==> config.mk <==
export PLATFORM = sky130hd
export DESIGN_NAME = pm_sci_agg
export DESIGN_NICKNAME = d
export VERILOG_FILES = /design/src/rtl/pm_sci_pkg.sv /design/src/rtl/pm_fixed_evt.sv /design/src/rtl/pm_gpe_win.sv /design/src/rtl/pm_cmd_port.sv /design/src/rtl/pm_sci_agg.sv
export SDC_FILE = /design/constraint.sdc
export NUM_CORES = 1
export LEC_CHECK = 0
export BUFFER_PORTS_ARGS = -buffer_cell sky130_fd_sc_hd__buf_4
export CORE_UTILIZATION = 25
export CTS_BUF_LIST = sky130_fd_sc_hd__clkbuf_4
export DETAILED_ROUTE_END_ITERATION = 8
export PLACE_DENSITY_LB_ADDON = 0.1
export SLEW_MARGIN = 20
export SYNTH_ARGS = -nofsm -noshare
export SYNTH_HDL_FRONTEND = slang
export SYNTH_SLANG_ARGS = --single-unit
==> constraint.sdc <==
create_clock -name clk -period 2.2 [get_ports clk]
set_input_delay 0.22 -clock clk [delete_from_list [all_inputs] [get_ports clk]]
set_output_delay 0.22 -clock clk [all_outputs]
set_load 0.01 [all_outputs]
==> src/rtl/pm_sci_pkg.sv <==
package pm_sci_pkg;

  localparam int BYTE_W = 8;

  // fixed-event status bit positions
  localparam int FX_TMR = 0;
  localparam int FX_GLK = 1;
  localparam int FX_PWR = 2;
  localparam int FX_RTC = 3;
  localparam logic [BYTE_W-1:0] FX_SCI_MASK = 8'h0F;

  // general-purpose status byte 0 bit positions
  localparam int GP_PCI = 1;
  localparam int GP_CPU = 2;
  localparam logic [BYTE_W-1:0] GP_SCI_MASK = 8'h06;

  // local byte addresses
  localparam int AD_FSTS = 0;
  localparam int AD_FEN  = 1;
  localparam int AD_GPE  = 4;
  localparam int AD_CMD  = 8;
  localparam int AD_CFG  = 9;

  localparam logic [BYTE_W-1:0] CMD_ON  = 8'hF1;
  localparam logic [BYTE_W-1:0] CMD_OFF = 8'hF0;
  localparam int CFG_SMI_BIT = 1;

  // next status value: clear the written ones, then let events win
  function automatic logic [BYTE_W-1:0] w1c_merge(input logic [BYTE_W-1:0] cur,
                                                  input logic [BYTE_W-1:0] clr,
                                                  input logic [BYTE_W-1:0] set);
    return (cur & ~clr) | set;
  endfunction

  // any bit set in status, enabled, and counted by the mask
  function automatic logic masked_any(input logic [BYTE_W-1:0] sts,
                                      input logic [BYTE_W-1:0] en,
                                      input logic [BYTE_W-1:0] mask);
    return |(sts & en & mask);
  endfunction

endpackage

==> src/rtl/pm_fixed_evt.sv <==
module pm_fixed_evt
  import pm_sci_pkg::*;
(
  input  logic              clk,
  input  logic              rst_n,
  input  logic              wr_sts,
  input  logic              wr_en,
  input  logic [BYTE_W-1:0] wdata,
  input  logic              evt_rtc,
  input  logic              evt_pwr,
  input  logic              evt_glk,
  input  logic              evt_tmr,
  output logic [BYTE_W-1:0] sts,
  output logic [BYTE_W-1:0] en,
  output logic              tmr_armed,
  output logic              sci_fix
);

  logic [BYTE_W-1:0] sts_q, en_q, set_v, clr_v;

  assign tmr_armed = en_q[FX_TMR] & ~sts_q[FX_TMR];

  always_comb begin
    set_v         = '0;
    set_v[FX_TMR] = evt_tmr & tmr_armed;
    set_v[FX_GLK] = evt_glk;
    set_v[FX_PWR] = evt_pwr;
    set_v[FX_RTC] = evt_rtc;
    clr_v         = wr_sts ? wdata : '0;
  end

  always_ff @(posedge clk) begin
    if (!rst_n) begin
      sts_q <= '0;
      en_q  <= '0;
    end else begin
      sts_q <= w1c_merge(sts_q, clr_v, set_v) & FX_SCI_MASK;
      if (wr_en) en_q <= wdata;
    end
  end

  assign sts     = sts_q;
  assign en      = en_q;
  assign sci_fix = masked_any(sts_q, en_q, FX_SCI_MASK);

  assert_fix_evt_wins_R5: assert property (@(posedge clk) disable iff (!rst_n)
    evt_pwr |=> sts_q[FX_PWR]);

  assert_tmr_gate_R9: assert property (@(posedge clk) disable iff (!rst_n)
    (!tmr_armed && !sts_q[FX_TMR]) |=> !sts_q[FX_TMR]);

  assert_fix_sci_R1: assert property (@(posedge clk) disable iff (!rst_n)
    (evt_rtc && en_q[FX_RTC] && !wr_en) |=> sci_fix);

endmodule

==> src/rtl/pm_gpe_win.sv <==
module pm_gpe_win
  import pm_sci_pkg::*;
#(
  parameter int NBYTES = 2
) (
  input  logic              clk,
  input  logic              rst_n,
  input  logic              wr,
  input  logic [$clog2(2*NBYTES)-1:0] idx,
  input  logic [BYTE_W-1:0] wdata,
  input  logic              evt_pci,
  input  logic              evt_cpu,
  output logic [BYTE_W-1:0] rdata,
  output logic              sci_gpe
);

  localparam int WIN   = 2 * NBYTES;
  localparam int IDX_W = $clog2(WIN);

  logic [NBYTES-1:0][BYTE_W-1:0] sts_v, en_v;

  for (genvar g = 0; g < NBYTES; g++) begin : g_byte
    logic [BYTE_W-1:0] s_r, e_r, set_b;
    logic wr_s, wr_e;

    assign wr_s = wr && (idx == IDX_W'(g));
    assign wr_e = wr && (idx == IDX_W'(g + NBYTES));

    if (g == 0) begin : g_src
      always_comb begin
        set_b         = '0;
        set_b[GP_PCI] = evt_pci;
        set_b[GP_CPU] = evt_cpu;
      end
    end else begin : g_nosrc
      assign set_b = '0;
    end

    always_ff @(posedge clk) begin
      if (!rst_n) begin
        s_r <= '0;
        e_r <= '0;
      end else begin
        s_r <= w1c_merge(s_r, wr_s ? wdata : '0, set_b);
        if (wr_e) e_r <= wdata;
      end
    end

    assign sts_v[g] = s_r;
    assign en_v[g]  = e_r;
  end

  always_comb begin
    rdata = '0;
    for (int i = 0; i < NBYTES; i++) begin
      if (idx == IDX_W'(i))          rdata = sts_v[i];
      if (idx == IDX_W'(i + NBYTES)) rdata = en_v[i];
    end
  end

  assign sci_gpe = masked_any(sts_v[0], en_v[0], GP_SCI_MASK);

  assert_gpe_evt_wins_R5: assert property (@(posedge clk) disable iff (!rst_n)
    evt_pci |=> sts_v[0][GP_PCI]);

  assert_gpe_sci_R2: assert property (@(posedge clk) disable iff (!rst_n)
    (evt_cpu && en_v[0][GP_CPU] && !(wr && idx == IDX_W'(NBYTES))) |=> sci_gpe);

endmodule

==> src/rtl/pm_cmd_port.sv <==
module pm_cmd_port
  import pm_sci_pkg::*;
(
  input  logic              clk,
  input  logic              rst_n,
  input  logic              wr_cmd,
  input  logic              wr_cfg,
  input  logic [BYTE_W-1:0] wdata,
  output logic              mode,
  output logic [BYTE_W-1:0] cfg,
  output logic              smi
);

  logic              mode_q, smi_q;
  logic [BYTE_W-1:0] cfg_q;

  always_ff @(posedge clk) begin
    if (!rst_n) begin
      mode_q <= 1'b0;
      cfg_q  <= '0;
      smi_q  <= 1'b0;
    end else begin
      if (wr_cfg) cfg_q <= wdata;
      if (wr_cmd && wdata == CMD_ON)  mode_q <= 1'b1;
      if (wr_cmd && wdata == CMD_OFF) mode_q <= 1'b0;
      smi_q <= wr_cmd & cfg_q[CFG_SMI_BIT];
    end
  end

  assign mode = mode_q;
  assign cfg  = cfg_q;
  assign smi  = smi_q;

  assert_mode_on_R7: assert property (@(posedge clk) disable iff (!rst_n)
    (wr_cmd && wdata == CMD_ON) |=> mode);

  assert_mode_off_R7: assert property (@(posedge clk) disable iff (!rst_n)
    (wr_cmd && wdata == CMD_OFF) |=> !mode);

  assert_smi_cause_R8: assert property (@(posedge clk) disable iff (!rst_n)
    smi |-> $past(wr_cmd && cfg[CFG_SMI_BIT]));

endmodule

==> src/rtl/pm_sci_agg.sv <==
module pm_sci_agg
  import pm_sci_pkg::*;
#(
  parameter int ADDR_W    = 4,
  parameter int GPE_BYTES = 2
) (
  input  logic              clk,
  input  logic              rst_n,
  input  logic [ADDR_W-1:0] io_addr,
  input  logic              io_wr,
  input  logic [7:0]        io_wdata,
  output logic [7:0]        io_rdata,
  input  logic              evt_rtc_alarm,
  input  logic              evt_pwr_btn,
  input  logic              evt_glb_lock,
  input  logic              evt_tmr_ovf,
  input  logic              evt_pci_hp,
  input  logic              evt_cpu_hp,
  output logic              tmr_arm,
  output logic              pm_mode,
  output logic              smi_pulse,
  output logic              sci
);

  localparam int WIN   = 2 * GPE_BYTES;
  localparam int IDX_W = $clog2(WIN);

  logic              sel_fsts, sel_fen, sel_cmd, sel_cfg, sel_gpe;
  logic [IDX_W-1:0]  gpe_idx;
  logic [BYTE_W-1:0] fix_sts, fix_en, gpe_rd, cfg_byte;
  logic              sci_fix_w, sci_gpe_w;

  assign sel_fsts = io_addr == ADDR_W'(AD_FSTS);
  assign sel_fen  = io_addr == ADDR_W'(AD_FEN);
  assign sel_cmd  = io_addr == ADDR_W'(AD_CMD);
  assign sel_cfg  = io_addr == ADDR_W'(AD_CFG);
  assign sel_gpe  = (io_addr >= ADDR_W'(AD_GPE)) && (io_addr < ADDR_W'(AD_GPE + WIN));
  assign gpe_idx  = IDX_W'(io_addr - ADDR_W'(AD_GPE));

  pm_fixed_evt u_fix (
    .clk       (clk),
    .rst_n     (rst_n),
    .wr_sts    (io_wr && sel_fsts),
    .wr_en     (io_wr && sel_fen),
    .wdata     (io_wdata),
    .evt_rtc   (evt_rtc_alarm),
    .evt_pwr   (evt_pwr_btn),
    .evt_glk   (evt_glb_lock),
    .evt_tmr   (evt_tmr_ovf),
    .sts       (fix_sts),
    .en        (fix_en),
    .tmr_armed (tmr_arm),
    .sci_fix   (sci_fix_w)
  );

  pm_gpe_win #(.NBYTES(GPE_BYTES)) u_gpe (
    .clk     (clk),
    .rst_n   (rst_n),
    .wr      (io_wr && sel_gpe),
    .idx     (gpe_idx),
    .wdata   (io_wdata),
    .evt_pci (evt_pci_hp),
    .evt_cpu (evt_cpu_hp),
    .rdata   (gpe_rd),
    .sci_gpe (sci_gpe_w)
  );

  pm_cmd_port u_cmd (
    .clk    (clk),
    .rst_n  (rst_n),
    .wr_cmd (io_wr && sel_cmd),
    .wr_cfg (io_wr && sel_cfg),
    .wdata  (io_wdata),
    .mode   (pm_mode),
    .cfg    (cfg_byte),
    .smi    (smi_pulse)
  );

  assign sci = sci_fix_w | sci_gpe_w;

  always_comb begin
    io_rdata = '0;
    if (sel_fsts) io_rdata = fix_sts;
    if (sel_fen)  io_rdata = fix_en;
    if (sel_gpe)  io_rdata = gpe_rd;
    if (sel_cmd)  io_rdata = {7'b0, pm_mode};
    if (sel_cfg)  io_rdata = cfg_byte;
  end

  assert_rst_quiet_R10: assert property (@(posedge clk) disable iff (!rst_n)
    $rose(rst_n) |-> (!sci && !pm_mode && !smi_pulse && !tmr_arm));

  assert_sci_hold_R6: assert property (@(posedge clk) disable iff (!rst_n)
    (sci && !io_wr) |=> sci);

endmodule

## Word level (Yosys, flattened, before mapping)

Index checks and enable logic that the tools add are counted.

- Register bits: 54
- Bits in latches: 0
- RAM bits: 0
- Bits in read-only memories: 0
- Output and inout port bits: 12
- Logic and storage cells: 65
- Memories: 0

- Add/subtract/negate cells: 1
- $mul: 0
- Divide/modulo/power cells: 0
- Order comparisons: 2
- Equal/unequal tests: 8
- Shift-type cells: 0
- Mux-type cells: 12
- Bitwise gates (word level): 16
- Reduce and logical (&&, ||, !) cells: 17

Operators with widths:

| kind | count |
|---|---|
| $mux W8 | 10 |
| $and A8 B8 Y8 | 2 |
| $eq A8 B8 Y1 const B | 2 |
| $not A8 Y8 | 2 |
| $logic_and A1 B1 Y1 | 12 |
| $and A4 B4 Y4 | 2 |
| $eq A4 B4 Y1 const B | 2 |
| $mux W4 | 2 |
| $or A8 B3 Y8 | 1 |
| $eq A2 B2 Y1 const B | 2 |
| $eq A4 B1 Y1 const B | 1 |
| $ge A4 B3 Y1 const B | 1 |
| $logic_not A4 Y1 | 1 |
| $lt A4 B4 Y1 const B | 1 |
| $not A4 Y4 | 1 |
| $or A4 B4 Y4 | 1 |
| $reduce_or A2 Y1 | 2 |
| $reduce_or A4 Y1 | 1 |
| $and A1 B1 Y1 | 3 |
| $and A3 B3 Y3 | 1 |
| $eq A2 B1 Y1 const B | 1 |
| $logic_not A2 Y1 | 1 |
| $not A1 Y1 | 2 |
| $sub A2 B1 Y2 const B | 1 |
| $or A1 B1 Y1 | 1 |

## Depth between registers and ports, before layout

Gate-level depths: netlist (run 1).

- Word-level depth: 9
- Gate-level depth with buffers: 5
- Gate-level depth less buffers: 3

## Modules after synthesis

A second synthesis (run 1) with hierarchy kept.

- Cell total of the unflattened synthesis: 247
- Area, all modules: 2553.7 um^2

Modules (own cells, without submodules):

| module | instances | cells an instance | area each (um^2) |
|---|---|---|---|
| pm_gpe_win | 1 | 127 | 1353.8 |
| pm_fixed_evt | 1 | 50 | 489.2 |
| pm_cmd_port | 1 | 34 | 394.1 |
| pm_sci_agg | 1 | 36 | 316.6 |

## Least setup slack after synthesis (run 1)

OpenSTA, ideal clock, no wires.

- Kind: input to output
- From: in io_addr[0]
- To: out io_rdata[1]
- Data arrival time: 1212 ps
- Required time: 1980 ps
- Slack: 768 ps
- Cell stages on the path: 3
- Cell sequence: buf_6 -> mux4_2 -> a221o_1

- Word-level cells in the longest chain between the ends: 9
- Elaborated cells between the ends (all ways): 21

RTL lines:

| what | RTL line | text |
|---|---|---|
| from (decl) | pm_sci_agg.sv:9 | `input logic [ADDR_W-1:0] io_addr,` |
| $sub A2 B1 Y2 | pm_sci_agg.sv:38 | `assign gpe_idx = IDX_W'(io_addr - ADDR_W'(AD_GPE));` |
| $logic_not A2 Y1 | pm_gpe_win.sv:56 | `if (idx == IDX_W'(i)) rdata = sts_v[i];` |
| $mux W8 | pm_gpe_win.sv:56 |  |
| $mux W8 | pm_gpe_win.sv:57 | `if (idx == IDX_W'(i + NBYTES)) rdata = en_v[i];` |
| $mux W8 | pm_gpe_win.sv:56 |  |
| $mux W8 | pm_gpe_win.sv:57 |  |
| $mux W8 | pm_sci_agg.sv:85 | `if (sel_gpe) io_rdata = gpe_rd;` |
| $mux W8 | pm_sci_agg.sv:86 | `if (sel_cmd) io_rdata = {7'b0, pm_mode};` |
| $mux W8 * | pm_sci_agg.sv:87 | `if (sel_cfg) io_rdata = cfg_byte;` |
| to (decl) | pm_sci_agg.sv:12 | `output logic [7:0] io_rdata,` |

Mark *: on every way between the ends. The rest lies on a longest branch, timed or not.

## Final worst setup path (run 1)

- From: reg u_gpe.g_byte[0].e_r[2]
- To: out io_rdata[2]

- Word-level cells in the longest chain between the ends: 6

RTL lines:

| what | RTL line | text |
|---|---|---|
| from (decl) | pm_gpe_win.sv:23 | `logic [BYTE_W-1:0] s_r, e_r, set_b;` |
| from (signal assigned) | pm_gpe_win.sv:45 | `if (wr_e) e_r <= wdata;` |
| $mux W8 | pm_gpe_win.sv:57 |  |
| $mux W8 | pm_gpe_win.sv:56 |  |
| $mux W8 | pm_gpe_win.sv:57 |  |
| $mux W8 | pm_sci_agg.sv:85 |  |
| $mux W8 | pm_sci_agg.sv:86 |  |
| $mux W8 | pm_sci_agg.sv:87 |  |

Every way passes these cells.

==> metrics.txt, run 1 <==
Cells after Synth 266; Post-CTS Setup Bufs 0; Stages on worst setup path 3; Filler cells 1035; final WL 7470 um; fraction of registers with async set/reset 0%; Die H 101 um; WP data required 1.98 ns; Post-synth EDFFs 0; met2 Track Usage GR 24.6%; routed len/inst 17.6 um; Reg2Reg Launch Point u_fix.en[0]; initial antenna violation count 1; CTS tree done; Max Clock Freq 524 MHz; via count of the first global-routing pass 2050; Slowest-stage cell, CP mux4_2; Total Neg Setup Slack 0 ns; Reg2Reg Depth 2; GR peak layer met2; Worst Clk Skew 0.00621 ns; CP Launch Point u_gpe.g_byte[0].e_r[2]; IO buf count 32; element type at the critical path end output pin; GPL Wtd Cong 0.743; DRC viols 0; flop2flop setup slack 1.39 ns; hpwl dp 5060 um; Initial DRT Pass Iterations 4; Hold Vio Cnt, Final 0; CTS Buf Count 5; largest net degree at the start of global routing 46; arrival time worst endpoint 1.69 ns; antenna viol nets, final 0; pwr/cell area 559 nW/um2; post_cts resized 0; Post-DP Area 2820 um2; row cnt 35; I/O Pins 33; top-count cell post-synth dfxtp_1; Worst-Margin Slew 0.590 ns; Clock Sinks 54; Die Footprint 10300 um2; fraction of layout cells with a size suffix above 1 20.0%; grt ovf 0; Clock H-tree levels 2; Cell Area, Synth 2460 um2; fin nets 315; yosys warns 0; Netlist cell types 34; commonest cells in the netlist dfxtp_1 (54), nand2_1 (44), a21oi_1 (31); Max FO, Critical Path 3; clk_lat worst skew 0.36 ns; final setup fails 0; die width 101 um; CP cell instances mux4_2 -> a221o_1 -> buf_4; leakage 0.00105 uW; worst reg2reg path endpoint u_fix.sts[0]; Layout area overhead 16.7%; Bufs on Longest Clock Path 2; Synth area leaders dfxtp_1 (44%), mux4_2 (8.2%), mux2i_1 (8.1%), nand2_1 (6.7%), a21oi_1 (6.3%); status finished, final reports clean; Worst Path Buf+Inv 1; biggest area consumer among synthesized cells dfxtp_1; crit share post-route 86.8%; Setup crit start kind flop; Seq/Total Area, Yosys 43.9%; Syn Area/Cell 9.26 um2; CTS clk-pin slew, worst paths 0.15 ns; Setup WS post-layout 0.291 ns; Overall Global Routing Usage 15.6%; critical path's largest stage delay 0.48 ns; Slew Viols, Final 0; Post-synth top flop dfxtp_1; Initial Util 26.3%; via count 2095; crit path capture io_rdata[2]; core area 9370 um2; first-pass GRT wire length 11900 um; cts hold-fix bufs 0; Top Family by Delay on Critical Path multiplexers; Relative slew margins 60.6%; Max-Cap Viols 0; met1 Usage GRT 21.8%; grt met3 use 2.55%; RSZ-0062 raised after global routing false; Post-Syn Nets 287; area share of the largest cell type after synthesis 43.9%; #FFs+latches synth 54; Design Power 1610 uW; drt initial violations 144; Hold WC Path Type input port to flop; Util after Layout 30.7%; Tmin final 1.91 ns; Non-Filler Cell Area, Final 2870 um2; critical path class flop to output pin; largest vdd supply drop 0.207 mV; Root Driver clkbuf_4; vias per cell 4.93; dpl ws 0.379 ns
## worst min-delay path by stage
stage                                 from                endpoint  slack [ns]  cells after the start
floorplan                      io_wdata[0]  u_gpe.g_byte[0].s_r[0]        0.31                      1
global placement    u_gpe.g_byte[1].s_r[6]  u_gpe.g_byte[1].s_r[6]        0.42                      2
detailed placement  u_gpe.g_byte[1].s_r[5]  u_gpe.g_byte[1].s_r[5]        0.42                      2
CTS                            io_wdata[7]  u_gpe.g_byte[0].s_r[7]        0.05                      2
global route                   io_wdata[4]  u_gpe.g_byte[0].s_r[4]        0.04                      2
finish                         io_wdata[0]  u_gpe.g_byte[0].s_r[0]        0.08                      2
## state kept, by name (all words and copies together), names as in the netlist
register          flops
u_gpe.g_byte.e_r     16
u_gpe.g_byte.s_r     16
u_cmd.cfg             8
u_fix.en              8
u_fix.sts             4
u_cmd.mode            1
u_cmd.smi             1
## cells in the final DEF, fill, tap and decap left out, types with 2 or more instances in the layout
master      n
o21ai_0    25
nor2_1      3
a22oi_1     7
nand3b_1    3
mux2i_1    20
nor3b_1     2
buf_4      38
a31oi_1     5
clkinv_1    4
nand4bb_1   2
nand3_1    17
nor2b_1     3
nand2_1    44
clkbuf_4    5
inv_1       6
nor4_1      3
a221o_1     3
dfxtp_1    54
a21oi_1    31
mux4_2      9
## cell type report
type                    count  area [um2]  share of cell area, %
repair buffers             38         285                   9.93
flip-flops and latches     54        1080                   37.6
clock buffers               5        37.5                   1.31
inverters                   7        26.3                  0.915
diodes                      1        2.50                 0.0871
multi-input cells         188        1270                   44.1
well taps                 129         161                   5.62
clock inverters             3        11.3                  0.392
## metal layers
layer  wire length, um  vias to the layer above
li1                  -                     1021
met1              3660                     1026
met2              3410                       44
met3               325                        4
met4                72                        0
met5                 0                        -
## stage by stage
stage | hold WS (ns) | cells
after global routing | 0.0394 | 425
after floorplan | 0.307 | 266
after global placement | 0.418 | 416
after detailed placement | 0.420 | 416
final | 0.0786 | 425
after CTS | 0.0503 | 424
## power breakdown
part           total (uW)  internal [uW]  switching (uW)
Combinational         185           68.1             117
Sequential           1000            993            10.9
Clock                 417            115             301
Total                1610           1180             429
## logic make-up after synthesis
| logic type | synth area share, % |
|---|---|
| multiplexers | 16.4 |
| flip-flops | 43.9 |
| buffers and inverters | 4.62 |
| AO/OA/AOI/OAI | 16.7 |
| AND/OR/NAND/NOR | 18.4 |
Power figures use the tool's default switching activity.
==> run 2: changes to the inputs <==
--- a/config.mk
+++ b/config.mk
@@ -6,9 +6,12 @@
 export NUM_CORES = 1
 export LEC_CHECK = 0
 export BUFFER_PORTS_ARGS = -buffer_cell sky130_fd_sc_hd__buf_4
-export CORE_UTILIZATION = 25
+export CELL_PAD_IN_SITES_DETAIL_PLACEMENT = 0
+export CELL_PAD_IN_SITES_GLOBAL_PLACEMENT = 1
+export CORE_UTILIZATION = 49
 export CTS_BUF_LIST = sky130_fd_sc_hd__clkbuf_4
 export DETAILED_ROUTE_END_ITERATION = 8
+export HOLD_SLACK_MARGIN = 0.02
 export PLACE_DENSITY_LB_ADDON = 0.1
 export SLEW_MARGIN = 20
 export SYNTH_ARGS = -nofsm -noshare
==> run 2 against run 1 <==
  * Combinational power down 5%
  * Sequential cell count unchanged
  * Largest cell class unchanged
  * Worst hold slack worse by 0.019 ns
  * Core utilization is 27 points higher
  * Critical path type unchanged
  * Count of clock-buffer cells in the layout is the same
  * Sequential power about the same
  * First-iteration DRC count increased by 41%
  * Non-clock buffer count fell by 2
  * Largest power group unchanged
  * Cell count down 15%
  * Register-to-register slack about the same
==> metrics.txt, run 2 (synthesized netlist as in run 1, its figures left out) <==
die width 72.9 um; Bufs on Longest Clock Path 2; RSZ-0062 raised after global routing false; CTS clk-pin slew, worst paths 0.15 ns; Die H 72.9 um; Slew Viols, Final 0; Die Footprint 5310 um2; Setup crit start kind flop; Initial DRT Pass Iterations 5; Layout area overhead 13.0%; Filler cells 450; element type at the critical path end output pin; Initial Util 51.5%; IO buf count 32; Slowest-stage cell, CP mux4_2; CP cell instances mux4_2 -> a221o_1 -> buf_4; critical path's largest stage delay 0.46 ns; Worst Path Buf+Inv 1; critical path class flop to output pin; vias per cell 5.85; WP data required 1.98 ns; Hold Vio Cnt, Final 0; Max Clock Freq 523 MHz; core area 4790 um2; I/O Pins 33; Overall Global Routing Usage 25.8%; antenna viol nets, final 0; Regs by FF count u_gpe.g_byte.e_r x16, u_gpe.g_byte.s_r x16; Worst Clk Skew 0.00429 ns; routed len/inst 17.4 um; arrival time worst endpoint 1.69 ns; met2 Track Usage GR 37.4%; clk_lat worst skew 0.38 ns; pwr/cell area 578 nW/um2; Max FO, Critical Path 3; flop2flop setup slack 1.38 ns; final setup fails 0; post_cts resized 0; fraction of layout cells with a size suffix above 1 20.1%; via count of the first global-routing pass 1941; drt initial violations 203; hpwl dp 4240 um; Top Family by Delay on Critical Path multiplexers; # diodes 0; largest vdd supply drop 0.303 mV; row cnt 25; met1 Usage GRT 38.6%; Root Driver clkbuf_4; Hold WC Path Type input port to flop; grt met3 use 5.80%; Total Neg Setup Slack 0 ns; initial antenna violation count 0; Post-CTS Setup Bufs 0; via count 2107; Util after Layout 58.1%; most frequent cells in the layout dfxtp_1 (54), nand2_1 (44), buf_4 (36); CTS Buf Count 5; fin nets 313; Tmin final 1.91 ns; largest net degree at the start of global routing 46; crit share post-route 87.0%; GPL Wtd Cong 0.855; Worst-Margin Slew 0.609 ns; first-pass GRT wire length 10200 um; final WL 6270 um; commonest non-fill, non-tap cell in the layout dfxtp_1; Max-Cap Viols 0; DRC viols 0; Relative slew margins 59.3%; grt ovf 0; status finished, final reports clean; Clock H-tree levels 2; CTS tree done; cts hold-fix bufs 0; Clock Sinks 54; GR peak layer met1; leakage 0.00105 uW
## run 2: changes by cell type in the layout (fill, tap and decap cells not counted)
| cell | change |
|---|---|
| buf_4 | -2 |
| clkinv_1 | -2 |
| clkinv_2 | +1 |
| clkinvlp_4 | +1 |
| diode_2 | -1 |
## run 2: routing by layer
metal  wire length, um  part of all wire (%)
met4                63                   1.0
met3               450                   7.2
met5                 0                     0
met2              2630                    42
met1              3120                    50
## run 2: final timing paths
kind / start / cells after the start / end
worst max-delay path: u_gpe.g_byte[0].e_r[2] / 3 / io_rdata[2]
worst min-delay path: io_wdata[4] / 2 / u_gpe.g_byte[1].s_r[4]
worst max register to register: u_fix.en[0] / 2 / u_fix.sts[0]
worst min register to register: u_gpe.g_byte[1].s_r[1] / 2 / u_gpe.g_byte[1].s_r[1]
## run 2: power breakdown
part	internal, uW	leakage [uW]	switching [uW]
registers	993	0.000437	10.9
logic	66.5	0.000580	109
clock network	120	0.0000286	310
total	1180	0.00105	430
## run 2: metrics by stage
stage	worst slack [ns]	area [um2]	cells	power [uW]	hold slack, ns
5_1_grt	0.214	2780	360	1680	0.0298
3_5_place_dp	0.415	2730	352	1200	0.422
4_1_cts	0.270	2780	360	1620	0.0441
6_report	0.287	2780	360	1610	0.0597
3_3_place_gp	0.448	2730	352	1200	0.418
2_1_floorplan	0.768	2460	266	1120	0.307
## run 2: final cells by class
class | instances | area [um2] | share of cell area (%)
multi-input cells | 188 | 1270 | 45.5
clock inverters | 3 | 16.3 | 0.585
clock buffers | 5 | 37.5 | 1.35
well taps | 67 | 83.8 | 3.01
flip-flops and latches | 54 | 1080 | 38.8
inverters | 7 | 26.3 | 0.944
repair buffers | 36 | 270 | 9.71
==> run 3: changes to the inputs <==
--- a/config.mk
+++ b/config.mk
@@ -8,6 +8,7 @@
 export BUFFER_PORTS_ARGS = -buffer_cell sky130_fd_sc_hd__buf_4
 export CELL_PAD_IN_SITES_DETAIL_PLACEMENT = 0
 export CELL_PAD_IN_SITES_GLOBAL_PLACEMENT = 1
+export CORE_ASPECT_RATIO = 1.2
 export CORE_UTILIZATION = 49
 export CTS_BUF_LIST = sky130_fd_sc_hd__clkbuf_4
 export DETAILED_ROUTE_END_ITERATION = 8
==> run 3 against run 2 <==
  * Via count barely moved
  * Cell area rose by 0.22%
  * Worst setup slack improved by 0.029 ns
  * Critical path depth did not move
  * Routed wire length barely moved
  * Register-to-register slack barely moved
  * Global-route usage rose by 0.48 points
  * Clock skew rose by 0.0075 ns
  * Maximum frequency rose by 1.5%
  * Die area barely moved
  * Core utilization rose by 1.2 points
  * First-iteration DRC count fell by 19%
==> metrics.txt, run 3 (synthesized netlist as in run 1, its figures left out) <==
Worst-Margin Slew 0.605 ns; clk_lat worst skew 0.37 ns; Comb pwr share 10.3%; worst reg2reg path endpoint u_fix.sts[0]; CTS Buf Count 5; initial antenna violation count 0; crit share post-route 85.7%; Max Clock Freq 531 MHz; RSZ-0062 raised after global routing false; Setup WS post-layout 0.315 ns; hpwl dp 4370 um; Max-Cap Viols 0; Die H 79.7 um; Initial Util 52.4%; GR peak layer met2; Non-Filler Cell Area, Final 2790 um2; sw power 413 uW; Hold Crit Start io_wdata[5]; Max FO, Critical Path 2; Post-CTS Setup Bufs 0; Initial DRT Pass Iterations 4; Slowest-stage cell, CP mux4_2; Die Footprint 5310 um2; Setup crit start kind flop; leakage 0.00106 uW; grt met3 use 6.00%; final WL 6270 um; internal power 1290 uW; Clock Sinks 54; Root Driver clkbuf_4; Layout area overhead 13.3%; CTS tree done; via count 2106; clock power share 30.8%; status finished, final reports clean; Regs by FF count u_gpe.g_byte.e_r x16, u_gpe.g_byte.s_r x16; Hold Vio Cnt, Final 0; Slew Viols, Final 0; Post-DP Area 2720 um2; CP cell instances mux4_2 -> a221o_1 -> buf_4; core area 4700 um2; fin nets 313; switching part of the total power 24.2%; largest vdd supply drop 0.435 mV; vias per cell 6.02; worst hold slack 0.0674 ns; critical path's largest stage delay 0.47 ns; pwr/cell area 610 nW/um2; die width 66.7 um; Total Neg Setup Slack 0 ns; DRC viols 0; critical path class flop to output pin; Reg2Reg Launch Point u_fix.en[0]; via count of the first global-routing pass 2022; first-pass GRT wire length 10400 um; CTS clk-pin slew, worst paths 0.14 ns; antenna viol nets, final 0; # diodes 0; Overall Global Routing Usage 26.3%; row cnt 27; fraction of layout cells with a size suffix above 1 19.9%; largest net degree at the start of global routing 46; IO buf count 32; Hold WC Path Type input port to flop; post_cts resized 0; final setup fails 0; crit path capture io_rdata[3]; Reg2Reg Depth 2; I/O Pins 33; element type at the critical path end output pin; most frequent cells in the layout dfxtp_1 (54), nand2_1 (44), buf_4 (36); Worst Clk Skew 0.0118 ns; WP data required 1.98 ns; grt ovf 0; GPL Wtd Cong 0.921; dpl ws 0.437 ns; flop2flop setup slack 1.38 ns; CP Launch Point u_gpe.g_byte[1].e_r[3]; Bufs on Longest Clock Path 2; met1 Usage GRT 37.4%; routed len/inst 17.9 um; arrival time worst endpoint 1.66 ns; drt initial violations 164; met2 Track Usage GR 38.7%; share of power burned in registers 58.9%; commonest non-fill, non-tap cell in the layout dfxtp_1; Clock H-tree levels 2; cts hold-fix bufs 0; Relative slew margins 59.5%; Tmin final 1.88 ns
==> run 3: stage by stage <==
step	total power (uW)	std cells	utilization, %
after floorplan	1120	266	-
final	1700	350	59.4
after CTS	1710	350	59.4
after global routing	1770	350	59.4
after global placement	1200	343	57.9
after detailed placement	1200	343	57.9
==> run 3: critical path, delay by kind of cell, from the launching register on <==
family,cells,cell delay (ns)
AOI/OAI and AO/OA,1,0.33
buffers and inverters,1,0.14
muxes,1,0.47
DFF,1,0.37
==> run 3: worst min path at each step <==
stage	end	slack, ns	depth (start not counted)
6_report	u_gpe.g_byte[0].s_r[5]	0.07	2
3_3_place_gp	u_gpe.g_byte[1].s_r[0]	0.42	2
4_1_cts	u_gpe.g_byte[0].s_r[5]	0.05	2
3_5_place_dp	u_gpe.g_byte[0].s_r[5]	0.42	2
5_1_grt	u_gpe.g_byte[1].s_r[7]	0.05	2
2_1_floorplan	u_gpe.g_byte[0].s_r[0]	0.31	1
==> run 3: power groups by stage <==
stage	Combinational [uW]	Sequential, uW	Clock, uW
after global routing	192	1010	573
after global placement	173	1020	0
after CTS	174	1000	536
final	175	1000	524
after floorplan	104	1020	0
after detailed placement	173	1020	0
==> run 3: per-layer routing <==
metal  share of wire, %  wire [um]
met5                  0          0
met4                1.8        115
met3                7.2        453
met2                 43       2720
met1                 47       2970
==> run 3: area by class of cell <==
type	instances	area (um2)
fill	439	1910
multi-input combinational	188	1270
sequential	54	1080
timing repair buffer	36	270
tap	58	72.6
clock buffer	5	37.5
clock inverter	2	33.8
inverter	7	26.3
